<file path="src/rtl/ow_id_pkg.sv">
package ow_id_pkg;

    typedef enum logic [3:0] {
        ST_IDLE,
        ST_RESET,
        ST_PD_WAIT,
        ST_PD_DRIVE,
        ST_CMD,
        ST_READ,
        ST_SRCH_BIT,
        ST_SRCH_CMP,
        ST_SRCH_DIR
    } ow_state_e;

    localparam logic [7:0] CMD_READ_A = 8'h33;
    localparam logic [7:0] CMD_READ_B = 8'h0F;
    localparam logic [7:0] CMD_SEARCH = 8'hF0;

    // Convert microseconds to clock ticks for a given clock frequency.
    function automatic int us_ticks(input int clk_hz, input int us);
        return (clk_hz / 1_000_000) * us;
    endfunction

endpackage

</file>
<file path="src/rtl/ow_line_sync.sv">
// Synchronises the line, flags falling edges and reports a long low level.
module ow_line_sync #(
    parameter int RST_T = 960,
    parameter int TW    = 10
) (
    input  logic clk,
    input  logic rst_n,
    input  logic line_i,
    output logic line_s_o,
    output logic fall_o,
    output logic rst_long_o
);

    logic [1:0]    sync_q;
    logic          prev_q;
    logic [TW-1:0] low_q;

    always_ff @(posedge clk or negedge rst_n) begin
        if (!rst_n) begin
            sync_q <= 2'b11;
            prev_q <= 1'b1;
            low_q  <= '0;
        end else begin
            sync_q <= {sync_q[0], line_i};
            prev_q <= sync_q[1];
            if (sync_q[1]) begin
                low_q <= '0;
            end else if (low_q != TW'(RST_T)) begin
                low_q <= low_q + 1'b1;
            end
        end
    end

    assign line_s_o   = sync_q[1];
    assign fall_o     = prev_q & ~sync_q[1];
    assign rst_long_o = ~sync_q[1] && (low_q == TW'(RST_T));

endmodule

</file>
<file path="src/rtl/ow_slot_timer.sv">
// Counts from each falling edge; gives the sample strobe and the hold window.
module ow_slot_timer #(
    parameter int SAMPLE_T = 60,
    parameter int HOLD_T   = 30
) (
    input  logic clk,
    input  logic rst_n,
    input  logic fall_i,
    output logic sample_stb_o,
    output logic hold_win_o
);

    localparam int SW = $clog2(SAMPLE_T + 2);

    logic [SW-1:0] cnt_q;
    logic          run_q;

    always_ff @(posedge clk or negedge rst_n) begin
        if (!rst_n) begin
            cnt_q <= '0;
            run_q <= 1'b0;
        end else if (fall_i) begin
            cnt_q <= '0;
            run_q <= 1'b1;
        end else if (run_q && cnt_q != SW'(SAMPLE_T + 1)) begin
            cnt_q <= cnt_q + 1'b1;
        end
    end

    assign sample_stb_o = run_q && (cnt_q == SW'(SAMPLE_T));
    assign hold_win_o   = run_q && (cnt_q < SW'(HOLD_T));

endmodule

</file>
<file path="src/rtl/ow_id_rom_bit.sv">
// Selects one identity bit, optionally complemented for the search step.
module ow_id_rom_bit #(
    parameter int          ID_W   = 64,
    parameter int          IDX_W  = 6,
    parameter logic [63:0] ROM_ID = 64'h0
) (
    input  logic [IDX_W-1:0] idx_i,
    input  logic             invert_i,
    output logic             bit_o
);

    logic [ID_W-1:0] rom;
    assign rom   = ROM_ID[ID_W-1:0];
    assign bit_o = rom[idx_i] ^ invert_i;

endmodule

</file>
<file path="src/rtl/ow_id_slave.sv">
module ow_id_slave
    import ow_id_pkg::*;
#(
    parameter int          CLK_HZ = 50_000_000,
    parameter logic [63:0] ROM_ID = 64'hA200_000B_ADC0_DE01
) (
    input  logic clk,
    input  logic rst_n,
    input  logic line_i,
    output logic pull_low_o
);

    localparam int ID_W      = 64;
    localparam int IDX_W     = $clog2(ID_W);
    localparam int RST_T     = us_ticks(CLK_HZ, 480);
    localparam int PD_WAIT_T = us_ticks(CLK_HZ, 30);
    localparam int PD_LEN_T  = us_ticks(CLK_HZ, 120);
    localparam int SAMPLE_T  = us_ticks(CLK_HZ, 30);
    localparam int HOLD_T    = us_ticks(CLK_HZ, 15);
    localparam int TW        = $clog2(RST_T + 1);

    ow_state_e        state_q, state_d;
    logic             line_s, fall, rst_long;
    logic             sample_stb, hold_win;
    logic             own_bit;
    logic [TW-1:0]    dly_q;
    logic [7:0]       cmd_sr_q;
    logic [7:0]       cmd_word;
    logic [2:0]       cmd_cnt_q;
    logic [IDX_W-1:0] bit_idx_q;

    ow_line_sync #(.RST_T(RST_T), .TW(TW)) u_sync (
        .clk       (clk),
        .rst_n     (rst_n),
        .line_i    (line_i),
        .line_s_o  (line_s),
        .fall_o    (fall),
        .rst_long_o(rst_long)
    );

    ow_slot_timer #(.SAMPLE_T(SAMPLE_T), .HOLD_T(HOLD_T)) u_slot (
        .clk         (clk),
        .rst_n       (rst_n),
        .fall_i      (fall),
        .sample_stb_o(sample_stb),
        .hold_win_o  (hold_win)
    );

    ow_id_rom_bit #(.ID_W(ID_W), .IDX_W(IDX_W), .ROM_ID(ROM_ID)) u_rom (
        .idx_i   (bit_idx_q),
        .invert_i(state_q == ST_SRCH_CMP),
        .bit_o   (own_bit)
    );

    // Incoming bit is shifted in at the top: least significant bit first.
    assign cmd_word = {line_s, cmd_sr_q[7:1]};

    // Next-state logic; a long low level overrides every state.
    always_comb begin
        state_d = state_q;
        if (rst_long) begin
            state_d = ST_RESET;
        end else begin
            unique case (state_q)
                ST_IDLE: state_d = ST_IDLE;
                ST_RESET: if (line_s) state_d = ST_PD_WAIT;
                ST_PD_WAIT: if (dly_q == TW'(PD_WAIT_T - 1)) state_d = ST_PD_DRIVE;
                ST_PD_DRIVE: if (dly_q == TW'(PD_LEN_T - 1)) state_d = ST_CMD;
                ST_CMD: begin
                    if (sample_stb && cmd_cnt_q == 3'd7) begin
                        if (cmd_word == CMD_READ_A || cmd_word == CMD_READ_B) begin
                            state_d = ST_READ;
                        end else if (cmd_word == CMD_SEARCH) begin
                            state_d = ST_SRCH_BIT;
                        end else begin
                            state_d = ST_IDLE;
                        end
                    end
                end
                ST_READ: if (sample_stb && bit_idx_q == IDX_W'(ID_W - 1)) state_d = ST_IDLE;
                ST_SRCH_BIT: if (sample_stb) state_d = ST_SRCH_CMP;
                ST_SRCH_CMP: if (sample_stb) state_d = ST_SRCH_DIR;
                ST_SRCH_DIR: begin
                    if (sample_stb) begin
                        if (line_s != own_bit || bit_idx_q == IDX_W'(ID_W - 1)) begin
                            state_d = ST_IDLE;
                        end else begin
                            state_d = ST_SRCH_BIT;
                        end
                    end
                end
                default: state_d = ST_IDLE;
            endcase
        end
    end

    // State register.
    always_ff @(posedge clk or negedge rst_n) begin
        if (!rst_n) state_q <= ST_IDLE;
        else        state_q <= state_d;
    end

    // Delay counter, command shifter and identity bit index.
    always_ff @(posedge clk or negedge rst_n) begin
        if (!rst_n) begin
            dly_q     <= '0;
            cmd_sr_q  <= '0;
            cmd_cnt_q <= '0;
            bit_idx_q <= '0;
        end else begin
            if (state_d != state_q) begin
                dly_q <= '0;
            end else if (dly_q != '1) begin
                dly_q <= dly_q + 1'b1;
            end

            if (state_q != ST_CMD) begin
                cmd_cnt_q <= '0;
            end else if (sample_stb) begin
                cmd_sr_q  <= cmd_word;
                cmd_cnt_q <= cmd_cnt_q + 1'b1;
            end

            if (state_q == ST_CMD) begin
                bit_idx_q <= '0;
            end else if (sample_stb && !rst_long &&
                         ((state_q == ST_READ) ||
                          (state_q == ST_SRCH_DIR && line_s == own_bit))) begin
                bit_idx_q <= bit_idx_q + 1'b1;
            end
        end
    end

    // Output logic: presence pulse, or a zero bit held inside the hold window.
    always_comb begin
        unique case (state_q)
            ST_PD_DRIVE: pull_low_o = 1'b1;
            ST_READ, ST_SRCH_BIT, ST_SRCH_CMP: pull_low_o = hold_win && !own_bit;
            default: pull_low_o = 1'b0;
        endcase
    end

endmodule

</file>
<file path="config.mk">
export PLATFORM = sky130hd
export DESIGN_NAME = ow_id_slave
export DESIGN_NICKNAME = d
export VERILOG_FILES = /design/src/rtl/ow_id_pkg.sv /design/src/rtl/ow_line_sync.sv /design/src/rtl/ow_slot_timer.sv /design/src/rtl/ow_id_rom_bit.sv /design/src/rtl/ow_id_slave.sv
export SDC_FILE = /design/constraint.sdc
export NUM_CORES = 1
export LEC_CHECK = 0
export BUFFER_PORTS_ARGS = -buffer_cell sky130_fd_sc_hd__buf_4
export CAP_MARGIN = 25
export CORE_UTILIZATION = 57
export DETAILED_ROUTE_END_ITERATION = 10
export GPL_TIMING_DRIVEN = 0
export MAX_ROUTING_LAYER = met4
export PLACE_DENSITY = 0.83
export SYNTH_ARGS = -nofsm -noshare
export SYNTH_HDL_FRONTEND = slang
export SYNTH_SLANG_ARGS = --single-unit
</file>
<file path="constraint.sdc">
create_clock -name clk -period 3.15 [get_ports clk]
set_input_delay 0.315 -clock clk [delete_from_list [all_inputs] [get_ports clk]]
set_output_delay 0.315 -clock clk [all_outputs]
set_load 0.05 [all_outputs]
</file>
==> flow_summary.ini, run 1 <==
[global_routing]
grt_pass1_vias = 3046
antenna_found_initial = 0
grt.total_usage_pct = 25.6
grt_pass1_wl_mm = 13.7
grt_start_max_net_pins = 66
globalRouteOverflowTotal = 0

[synth]
syn_inst = 423
synth_cell_types = 57
synth.area.top_cells = dfrtp_1 40%, nand2_1 5.6%, xor2_1 4.6%
syn-cell-area_um2 = 3840
yosys.cell_count.top_type = dfrtp_1
synthTopCellsByCount = 62 x dfrtp_1, 57 x nand2_1, 44 x nor2_1
ys_ff_latch = 65
ys_warn_count = 0
synth_seq_area_share_pct = 42.4
synth_nets = 438
synth_edf_count = 0
synth_ff_type = dfrtp_1
post-synth-top-area-cell = dfrtp_1
async_flop_share_pct = 100
netlist.area_leader.share_pct = 40.4
syn_area_per_cell_um2 = 9.08

[sta]
drv_slew = 0
setup_viol = 0
fin_crit_ns = 3.09
relSlewSlack_pct = 36.1
setup_ws_ns = 0.0571
fmax_mhz = 323
finalSetupTns_ns = 0
fin_crit_sh_pct = 98.2
hold_viol = 0
skew_ns = 0.0114
worst_pin_slew_ns = 0.951

[floorplan]
start_util_pct = 59.8
io_pins = 4
fp.dieW_um = 84.1
rows = 29
die_area_um2 = 7070
core_area_um2 = 6420
die_h_um = 84.1

[routing]
drt_iter0_markers = 227
wl_per_cell_um = 15.5
vias = 3261
drc = 0
antenna_left = 0
via_per_inst = 6.14
dr.pass1.iters = 5
wl_mm = 8.23

[pwr]
cellPowerDensity_nw_per_um2 = 400
irDropWorstVdd_uv = 257
power_leakage_nw = 1.81

[final_layout]
area_delta_synth_final_pct = 12.5
layout.nets = 464
n_antenna_cell = 0
layout-drive-gt1-share_pct = 15.6

[setup_path]
cp_data_arrival_time_ns = 3.33
cp_max_fo = 10
rr_startpoint = u_slot.cnt_q[5]
r2r_setup_slack_ns = 0.06
critPathCaptureType = flip-flop
worstSetupStartpointType = flip-flop
r2r.worst_path.cells = 9
critPathMaxStageDelay_ns = 0.69
crit_path_start = u_slot.cnt_q[5]
cp_slowest_cell = nor4_1
critPathBufInv = 1
worstSetupPathType = flip-flop to flip-flop
required_ns = 3.39
crit_family = simple AND/OR/NAND/NOR gates
worstReg2RegEnd = dly_q[9]
path_cells = or3b_4 -> nor4_1 -> o221a_1 -> o221a_1 -> o22ai_1 -> a21oi_1 -> xnor2_2 -> clkbuf_4 -> nor3_2
cpMostUsedCell = o221a_1

[placed_design]
dp_slack_ns = -0.374
dpl.hpwl_mm = 5.40
place_congestion = 0.915
port_buffers = 3

[run]
maxCapViolCount = 0

[outcome]
outcome = finished, final reports clean

[clocking]
cts_max_level = 3
clkLatencyLatePin_ns = 0.36
cts_tree = done
clk_pin_slew_worst_paths_ns = 0.08
clock-sinks = 65
cts_root_buf = clkbuf_8
cts-hold-fix-buffers = 0
clockBufferDepth = 2
numCtsBuffers = 9

[min_path]
holdCritPathClass = primary input to async pin
-- layout make-up --
class                      instances  area [um^2]
buffer                            16         77.6
clock buffer                       9          124
clock inverter                     7         70.1
fill                             478         2100
inverter                          14         52.6
multi-input combinational        326         2140
sequential                        65         1630
tap                               77         96.3
timing repair buffer              17          128
-- logic make-up after synthesis --
family | after synthesis | synth area share (%)
AND/OR/NAND/NOR | 209 | 29.1
flip-flops | 65 | 42.4
AO/OA/AOI/OAI | 62 | 10.9
XOR/XNOR | 38 | 8.66
buffers and inverters | 32 | 3.62
adder cells (fa/ha/maj) | 12 | 3.91
multiplexers | 5 | 1.34
-- worst max-delay path by stage --
stage / depth (start not counted) / to / slack, ns
6_report: 9 / dly_q[9] / 0.06
5_1_grt: 9 / dly_q[10] / -0.007
4_1_cts: 11 / dly_q[9] / 0.008
3_5_place_dp: 9 / dly_q[10] / -0.37
3_3_place_gp: 9 / dly_q[6] / -0.33
2_1_floorplan: 10 / dly_q[10] / 0.06
-- timing repair --
action / 4_1_cts / 5_1_grt
setup buffers: 7 / 7
gates resized for setup: 9 / 15
pin swaps: 1 / 6
endpoints found under the setup margin: 17 / 16
gates cloned: 0 / 0
-- power by group --
group | internal [mW] | switching, mW
sequential | 0.859 | 0.0278
combinational | 0.0449 | 0.0803
clock | 0.365 | 0.350
total | 1.27 | 0.458
-- metal layers --
layer | vias to the layer above | track usage, % | part of all wire (%)
met4 | 0 | 11.6 | 2.6
met3 | 24 | 6.13 | 5.7
met1 | 1594 | 31.4 | 43
met2 | 105 | 40.5 | 48
met5 | - | - | 0
li1 | 1538 | - | -
-- worst reg2reg max path, delay by kind of cell, from the launching register on --
family                 cells  cell delay [ns]
AND/OR/NAND/NOR            3             1.20
buffers and inverters      1             0.34
flip-flops                 1             0.39
XOR/XNOR                   1             0.20
AO/OA/AOI/OAI              4             0.85
-- stage by stage --
step,hold WS [ns],util [%],total power [mW],cells,cell area (um^2)
global route,0.0585,67.3,1.79,531,4320
floorplan,0.0194,-,0.962,423,3840
CTS,0.0621,66.1,1.72,526,4250
global placement,0.346,61.7,0.996,503,3960
detailed placement,0.349,61.7,1.00,503,3960
finish,0.0528,67.3,1.73,531,4320
-- layout by cell type, fill, tap and decap left out, types with 3 or more instances in the layout --
| master | synthesis | layout |
|---|---|---|
| dfrtp_1 | 62 | 61 |
| xnor2_1 | 18 | 17 |
| nand4_1 | 11 | 11 |
| and2_1 | 5 | 5 |
| clkbuf_1 | 12 | 11 |
| nand2b_1 | 4 | 4 |
| or3_1 | 4 | 4 |
| nor2_1 | 44 | 43 |
| a31oi_1 | 3 | 3 |
| nor3_2 | 10 | 7 |
| clkbuf_8 | 0 | 9 |
| clkinv_2 | 0 | 3 |
| mux2i_1 | 4 | 3 |
| dfstp_2 | 3 | 3 |
| nor3b_1 | 4 | 4 |
| buf_4 | 0 | 17 |
| nor4bb_1 | 3 | 3 |
| a21oi_1 | 20 | 20 |
| nor4_1 | 8 | 8 |
| a211oi_2 | 0 | 3 |
| and3_1 | 10 | 10 |
| o21ai_0 | 13 | 12 |
| nor3_1 | 13 | 13 |
| inv_1 | 14 | 12 |
| nand2_1 | 57 | 56 |
| nor3_4 | 0 | 3 |
| ha_1 | 12 | 12 |
| nand3b_1 | 5 | 5 |
| xor2_1 | 20 | 20 |
| nand3_1 | 18 | 18 |
-- registers in the layout, summed over array words and instances, names as in the netlist --
name,count
u_sync.sync_q,2
u_sync.prev_q,1
bit_idx_q,6
cmd_cnt_q,3
u_slot.run_q,1
u_sync.low_q,15
u_slot.cnt_q,11
dly_q,15
cmd_sr_q,7
state_q,4
Power figures use the tool's default switching activity.
==> run 2: changes to the inputs <==
- ABC_AREA: not set -> 1
- PLACE_DENSITY: 0.83 -> 0.72
==> flow_summary.ini, run 2 <==
[clocking]
clk_pin_slew_worst_paths_ns = 0.07
cts_tree = done
cts_root_buf = clkbuf_8
clock-sinks = 65
clockBufferDepth = 2
cts-resized-gates = 0
cts-hold-fix-buffers = 0
clkLatencyLatePin_ns = 0.34
numCtsBuffers = 9
post_cts_buffers = 0
cts_max_level = 3

[sta]
setup_ws_ns = 0.535
fmax_mhz = 382
fin_crit_sh_pct = 83.0
relSlewSlack_pct = 45.8
setup_viol = 0
worst_pin_slew_ns = 0.813
hold_viol = 0
skew_ns = 0.00739
drv_slew = 0
finalSetupTns_ns = 0
holdWs_ns = 0.0459
fin_crit_ns = 2.62
rsz0062_at_grt = false

[final_layout]
final_cell_mix = 96 x nand2_1, 74 x inv_1, 62 x dfrtp_1
layout.nets = 539
reg_top3 = dly_q x15, u_sync.low_q x15, u_slot.cnt_q x11
layout-drive-gt1-share_pct = 10.8
final_core_util_pct = 65.0
area_delta_synth_final_pct = 8.14
final_common_cell = nand2_1
stdcell_area_um2 = 4220
n_antenna_cell = 0

[setup_path]
worstReg2RegEnd = dly_q[5]
cpMostUsedCell = nand2_1
r2r.worst_path.cells = 16
critPathMaxStageDelay_ns = 0.41
cp_max_fo = 6
crit_path_start = bit_idx_q[0]
r2r_setup_slack_ns = 0.70
path_cells = inv_1 -> ha_1 -> nand2_1 -> nand2_1 -> nand2_1 -> nand2_1 -> nand3_1 -> nand2_1 -> nand2_1 -> nand2_1 -> o41ai_1 -> buf_4
cp_data_arrival_time_ns = 2.30
required_ns = 2.83
worstSetupStartpointType = flip-flop
worstSetupPathType = flip-flop to output pin
cp.depth = 12
critPathCaptureType = output pin
crit_path_end = pull_low_o
cp_slowest_cell = dfrtp_1
critPathBufInv = 2
rr_startpoint = u_slot.cnt_q[1]
crit_family = simple AND/OR/NAND/NOR gates

[run]
maxCapViolCount = 0

[floorplan]
fp.dieW_um = 84.8
die_h_um = 84.8
die_area_um2 = 7180
rows = 29
io_pins = 4
start_util_pct = 60.1
core_area_um2 = 6490

[synth]
ys_ff_latch = 65
syn_area_per_cell_um2 = 7.65
synth_ff_type = dfrtp_1
synthTopCellsByCount = 96 x nand2_1, 74 x inv_1, 62 x dfrtp_1
synth_edf_count = 0
post-synth-top-area-cell = dfrtp_1
synth_cell_types = 38
syn-cell-area_um2 = 3900
yosys.cell_count.top_type = nand2_1
async_flop_share_pct = 100
synth_seq_area_share_pct = 41.8
ys_warn_count = 0
synth.area.top_cells = dfrtp_1 40%, nand2_1 9.2%, inv_1 7.1%
synth_nets = 525
syn_inst = 510
netlist.area_leader.share_pct = 39.7

[routing]
antenna_left = 0
wl_per_cell_um = 12.9
vias = 3322
dr.pass1.iters = 4
wl_mm = 7.79
drc = 0
drt_iter0_markers = 164
via_per_inst = 5.48

[pwr]
cellPowerDensity_nw_per_um2 = 414
irDropWorstVdd_uv = 440
power_leakage_nw = 2.05

[global_routing]
antenna_found_initial = 0
grt_pass1_vias = 3039
globalRouteOverflowTotal = 0
grt.total_usage_pct = 24.8
grt_pass1_wl_mm = 13.6
grt_start_max_net_pins = 66

[min_path]
holdCritPathClass = primary input to async pin

[outcome]
outcome = finished, final reports clean

[placed_design]
dpl-instance-area_um2 = 4020
place_congestion = 0.912
dpl.hpwl_mm = 5.68
port_buffers = 3
dp_slack_ns = 0.689
run 2: cell count changes after synthesis, moves of 10 or more:
cell / delta
nand2_1: +39
clkbuf_1: -11
xnor2_1: -14
nor2_1: +11
inv_1: +60
xor2_1: -14
o21ai_0: +22
nand3_1: +34
and3_1: -10
run 2: how the worst min path moves through the flow:
stage	from	end	slack [ns]	depth (start not counted)
2_1_floorplan	rst_n	bit_idx_q[0]	0.02	0
5_1_grt	line_i	u_sync.sync_q[0]	0.07	1
4_1_cts	line_i	u_sync.sync_q[0]	0.07	1
6_report	rst_n	bit_idx_q[2]	0.05	1
3_5_place_dp	u_sync.sync_q[0]	u_sync.sync_q[1]	0.35	0
3_3_place_gp	u_sync.sync_q[0]	u_sync.sync_q[1]	0.35	0
run 2: area by class of cell:
type | count | area, um^2
Buffer | 5 | 32.5
Clock buffer | 13 | 159
Clock inverter | 3 | 40.0
Fill cell | 557 | 2270
Inverter | 79 | 297
Multi-Input combinational cell | 361 | 1940
Sequential cell | 65 | 1630
Tap cell | 77 | 96.3
Timing Repair Buffer | 3 | 22.5
run 2: metrics by stage:
stage / std cells / power [mW]
after global routing: 606 / 1.83
after detailed placement: 590 / 1.05
after CTS: 606 / 1.77
after global placement: 590 / 1.04
final: 606 / 1.75
after floorplan: 510 / 1.00
run 2: cell families after synthesis:
logic type,count (synthesis),share of synthesized area (%)
AO/OA/AOI/OAI,71,9.74
XOR/XNOR,10,2.24
adder cells (fa/ha/maj),12,3.85
buffers and inverters,84,8.43
flip-flops,65,41.8
multiplexers,2,0.545
AND/OR/NAND/NOR,266,33.4
run 2: worst reg2reg max path, stage by stage (launching register included):
cell and delay [ns]:
dfrtp_1 0.39, inv_1 0.12, ha_1 0.20, inv_1 0.08, nor3_2 0.27, nand3_4 0.16
nand2_1 0.12, nand2_1 0.06, o21ai_2 0.09, o211ai_1 0.13, nor2_1 0.13, nand2_1 0.09
nand2_1 0.08, nand2_1 0.08, nand3_4 0.11, buf_6 0.18, nor3_2 0.05
run 2: routing by layer:
| layer | part of all wire [%] | vias up | track usage, % |
|---|---|---|---|
| met1 | 51 | 1562 | 32.3 |
| li1 | - | 1707 | - |
| met4 | 1.7 | 0 | 10.6 |
| met3 | 2.2 | 13 | 3.83 |
| met2 | 45 | 40 | 38.7 |
| met5 | 0 | - | - |
run 2: power breakdown:
| group | switching [mW] | total [mW] | internal [mW] |
|---|---|---|---|
| registers | 0.0253 | 0.893 | 0.868 |
| logic | 0.0995 | 0.145 | 0.0459 |
| clock network | 0.301 | 0.708 | 0.407 |
| total | 0.426 | 1.75 | 1.32 |
